## src/rtl/irq_lowgap_guard.sv

```systemverilog
module irq_lowgap_guard #(
  parameter int CNT_W       = 16,
  parameter int SYNC_STAGES = 2
) (
  input  logic             clk,
  input  logic             rst_n,
  input  logic             req_in,
  input  logic             ack_in,
  input  logic [CNT_W-1:0] min_low,
  output logic             irq_out
);

  logic [SYNC_STAGES-1:0] sync_q;
  logic                   req_s, req_d;
  logic [CNT_W-1:0]       hold_cnt;
  logic                   fall, ack_hit, arm, holding;

  assign req_s   = sync_q[SYNC_STAGES-1];
  assign fall    = req_d & ~req_s;
  assign ack_hit = ack_in & req_s;
  assign arm     = (fall | ack_hit) && (min_low != '0);
  assign holding = (hold_cnt != '0);

  always_ff @(posedge clk) begin
    if (!rst_n) begin
      sync_q   <= '0;
      req_d    <= 1'b0;
      hold_cnt <= '0;
      irq_out  <= 1'b0;
    end else begin
      sync_q <= {sync_q[SYNC_STAGES-2:0], req_in};
      req_d  <= req_s;
      if (arm) begin
        hold_cnt <= min_low;
        irq_out  <= 1'b0;
      end else if (holding) begin
        hold_cnt <= hold_cnt - CNT_W'(1);
        irq_out  <= 1'b0;
      end else begin
        irq_out  <= req_s;
      end
    end
  end

  AST_HOLD_FORCES_LOW: assert property (@(posedge clk) disable iff (!rst_n)
    holding |-> !irq_out);

  AST_LOAD_ON_TRIGGER: assert property (@(posedge clk) disable iff (!rst_n)
    arm |=> (hold_cnt == $past(min_low)));

  AST_COUNT_DOWN: assert property (@(posedge clk) disable iff (!rst_n)
    (holding && !arm) |=> (hold_cnt == CNT_W'($past(hold_cnt) - CNT_W'(1))));

  AST_RISE_AFTER_HOLD: assert property (@(posedge clk) disable iff (!rst_n)
    $rose(irq_out) |-> ($past(hold_cnt) == '0 && $past(req_s)));

  AST_IDLE_FOLLOWS: assert property (@(posedge clk) disable iff (!rst_n)
    (!holding && !arm) |=> (irq_out == $past(req_s)));

  AST_ACK_LOW_NOP: assert property (@(posedge clk) disable iff (!rst_n)
    (ack_in && !req_s && !fall && !holding) |=> (hold_cnt == '0));

endmodule

```

## config.mk

```make
export PLATFORM = sky130hd
export DESIGN_NAME = irq_lowgap_guard
export DESIGN_NICKNAME = d
export VERILOG_FILES = /design/src/rtl/irq_lowgap_guard.sv
export SDC_FILE = /design/constraint.sdc
export NUM_CORES = 1
export LEC_CHECK = 0
export ABC_CLOCK_PERIOD_IN_PS = 2300
export BUFFER_PORTS_ARGS = -buffer_cell sky130_fd_sc_hd__buf_2
export CORE_MARGIN = 2
export CORE_UTILIZATION = 35
export CTS_BUF_LIST = sky130_fd_sc_hd__clkbuf_16
export CTS_CLUSTER_DIAMETER = 40
export CTS_CLUSTER_SIZE = 28
export DETAILED_ROUTE_END_ITERATION = 6
export PLACE_DENSITY_LB_ADDON = 0.08
export SETUP_SLACK_MARGIN = 0.1
export SLEW_MARGIN = 20
export SYNTH_ARGS = -nofsm -noshare
export SYNTH_HDL_FRONTEND = slang
export SYNTH_SLANG_ARGS = --single-unit
```

## constraint.sdc

```tcl
create_clock -name clk -period 2.3 [get_ports clk]
set_input_delay 0.69 -clock clk [delete_from_list [all_inputs] [get_ports clk]]
set_output_delay 0.69 -clock clk [all_outputs]
set_load 0.05 [all_outputs]
```

==> results_dict.tcl <==
set metrics [dict create \
    outcome "completed" \
    vias 951 \
    timing.rr.end "hold_cnt[10]$_SDFFE_PN0P_" \
    cts.sinks 20 \
    fin_tns_setup_ns 0 \
    syn_area_sq_um 1111 \
    place.gp.congestion 0.7351 \
    path_cells "buf_2 -> nor4_1 -> nand4_1 -> o211ai_2 -> nand3_1 -> o22ai_1" \
    io_pins 21 \
    clockRootBuffer "clkbuf_16" \
    min_period_ns 1.923 \
    drv_slew 0 \
    core-area_sq_um 3028 \
    worstSetupStartpoint "min_low[11]" \
    cts_buffers 3 \
    syn2layout_area_growth_pct 21.40 \
    crit_path_max_fanout 11 \
    wl_um 2464 \
    cts_tree "done" \
    cts_setup_buffers 0 \
    p_leak_nw 0.5654 \
    drt_iter0_drc 51 \
    fin_ws_ns 0.3770 \
    fmax_ghz 0.5200 \
    design.die.area_sq_um 3641 \
    drive_above_1_share_pct 25.00 \
    pre_cts_ws_ns 0.09900 \
    port_buffers 20 \
    critPathMaxStageDelay_ns 0.37 \
    layout_common_cells "dfxtp_1 (20), buf_2 (20), nand2_1 (19), xnor2_1 (7), o22ai_1 (7)" \
    multiInputGateArea_sq_um 673.1 \
    synthFlopType "dfxtp_1" \
    cp.required_ns 2.48 \
    path_clk_slew_ns 0.06 \
    yosys_warnings 0 \
    yosysUniqueCellTypes 38 \
    seq_area_frac_synth_pct 36.04 \
    diodes 0 \
    r2r_cells 7 \
    power.density_nw_per_um2 1385 \
    grt_pass1_vias 935 \
    post_cts_resized 0 \
    dr.pass1.iters 4 \
    grt_max_degree 24 \
    grt_pass1_wl_um 4298 \
    crit_type "input pin to flop" \
    regToRegStartpoint "hold_cnt[0]$_SDFFE_PN0P_" \
    synth_edf_count 0 \
    ir_drop_mv 0.5287 \
    crit_end "hold_cnt[12]$_SDFFE_PN0P_" \
    regArea_sq_um 400.4 \
    holdCritPathClass "flop to flop" \
    avgSynthCellArea_sq_um 8.818 \
    routedWlPerCell_um 12.83 \
    reg2reg_slack_ns 0.38 \
    syn_inst 126 \
    synth_fp_nets 147 \
    antenna_found_initial 0 \
    drtAntennaViolNets 0 \
    cp-end-kind "flop" \
    cp.depth 6 \
    finalClockSkew_ns 0.003245 \
    fillers 305 \
    synthArstFlopShare_pct 0 \
    worst_pin_slew_ns 0.6169 \
    final_nets 171 \
    cp_top_family "simple AND/OR/NAND/NOR gates" \
    cp.arrival_ns 2.10 \
    period_share_pct 83.61 \
    hold_viol 0 \
    fp.dieH_um 60.34 \
    finalSetupViolations 0 \
    clock_latency_ns 0.25 \
    synth_seq_cells 20 \
    hold_buffers 0 \
    grt.total_usage_pct 15.65 \
    via_per_inst 4.953 \
    route.detailed.drc 0 \
    initial_core_util_pct 36.69 \
    relSlewSlack_pct 58.49 \
    hpwlAfterDp_um 1898 \
    row_count 20 \
    grt_overflow_total 0 \
    dieWidth_um 60.34 \
    rsz0062_at_grt "no" \
    cp-start-kind "input pin" \
    drv_cap 0 \
    clockBufferDepth 2 \
    path_buf_inv 1 \
    slowest_stage "nor4_1" \
    cts_max_level 1 \
]
[layer usage]
layer,vias up,share of wire (%),GRT usage (%)
met3,2,4.7,2.772
met5,-,0,0
met1,426,48,21.73
met2,18,47,24.38
li1,505,-,-
met4,0,0.61,5.714
[cell type report]
class / count / share of cell area [%]
Multi-Input combinational cell: 96 / 49.91
Inverter: 6 / 1.670
Sequential cell: 20 / 29.68
Tap cell: 44 / 4.082
Timing Repair Buffer: 23 / 9.091
Clock buffer: 3 / 5.566
[cell families after synthesis]
family          Yosys count  synth area share, %
compound gates           27                15.77
xor+xnor                  9                7.095
fa+ha+maj                 1                1.126
buf+inv                  10                3.378
flops                    20                36.04
mux                       4                3.604
simple gates             55                33.00
[power breakdown]
part	switching [mW]	internal [mW]	total [mW]
Clock	0.128	0.229	0.357
Sequential	0.162	0.466	0.628
Combinational	0.439	0.444	0.883
[sequential cells by signal, indices dropped and copies added, names as in the netlist]
register / cells
hold_cnt: 16
sync_q: 2
irq_out: 1
req_d: 1
[metrics by stage]
step / hold slack [ns] / cells / cell area, sq um / utilization, % / total power [mW]
2_1_floorplan: 0.4119 / 126 / 1111 / - / 1.335
3_3_place_gp: 0.4153 / 189 / 1274 / 42.07 / 1.527
3_5_place_dp: 0.4263 / 189 / 1274 / 42.07 / 1.520
4_1_cts: 0.4397 / 192 / 1349 / 44.55 / 1.888
5_1_grt: 0.4613 / 192 / 1349 / 44.55 / 2.023
6_report: 0.4331 / 192 / 1349 / 44.55 / 1.869
[worst min-delay path by stage]
stage	from	to	depth (start not counted)
floorplan	sync_q[0]$_SDFF_PN0_	sync_q[1]$_SDFF_PN0_	1
global placement	sync_q[0]$_SDFF_PN0_	sync_q[1]$_SDFF_PN0_	1
detailed placement	sync_q[0]$_SDFF_PN0_	sync_q[1]$_SDFF_PN0_	1
CTS	sync_q[0]$_SDFF_PN0_	sync_q[1]$_SDFF_PN0_	1
global route	sync_q[0]$_SDFF_PN0_	sync_q[1]$_SDFF_PN0_	1
finish	sync_q[0]$_SDFF_PN0_	sync_q[1]$_SDFF_PN0_	1
[Yosys cell counts (3+ instances only)]
cell type,instances,area [sq um]
a21oi_1,4,20.02
and2_1,4,25.02
clkbuf_1,4,15.01
dfxtp_1,20,400.4
inv_1,6,22.52
mux2i_1,4,40.04
nand2_1,19,71.32
nand3_1,4,20.02
nor2_1,3,11.26
nor4_1,5,31.28
o21ai_0,4,20.02
o21ai_1,4,20.02
o22ai_1,7,43.79
xnor2_1,7,61.31
[worst reg2reg max path, cell delays in order (launching register included)]
cell,delay (ns)
dfxtp_1,0.32
inv_1,0.09
ha_1,0.24
nor4b_2,0.42
nand2_1,0.18
or3_1,0.35
mux2i_1,0.15
a21oi_1,0.07
Note: power is estimated with default switching activity, not from simulation.
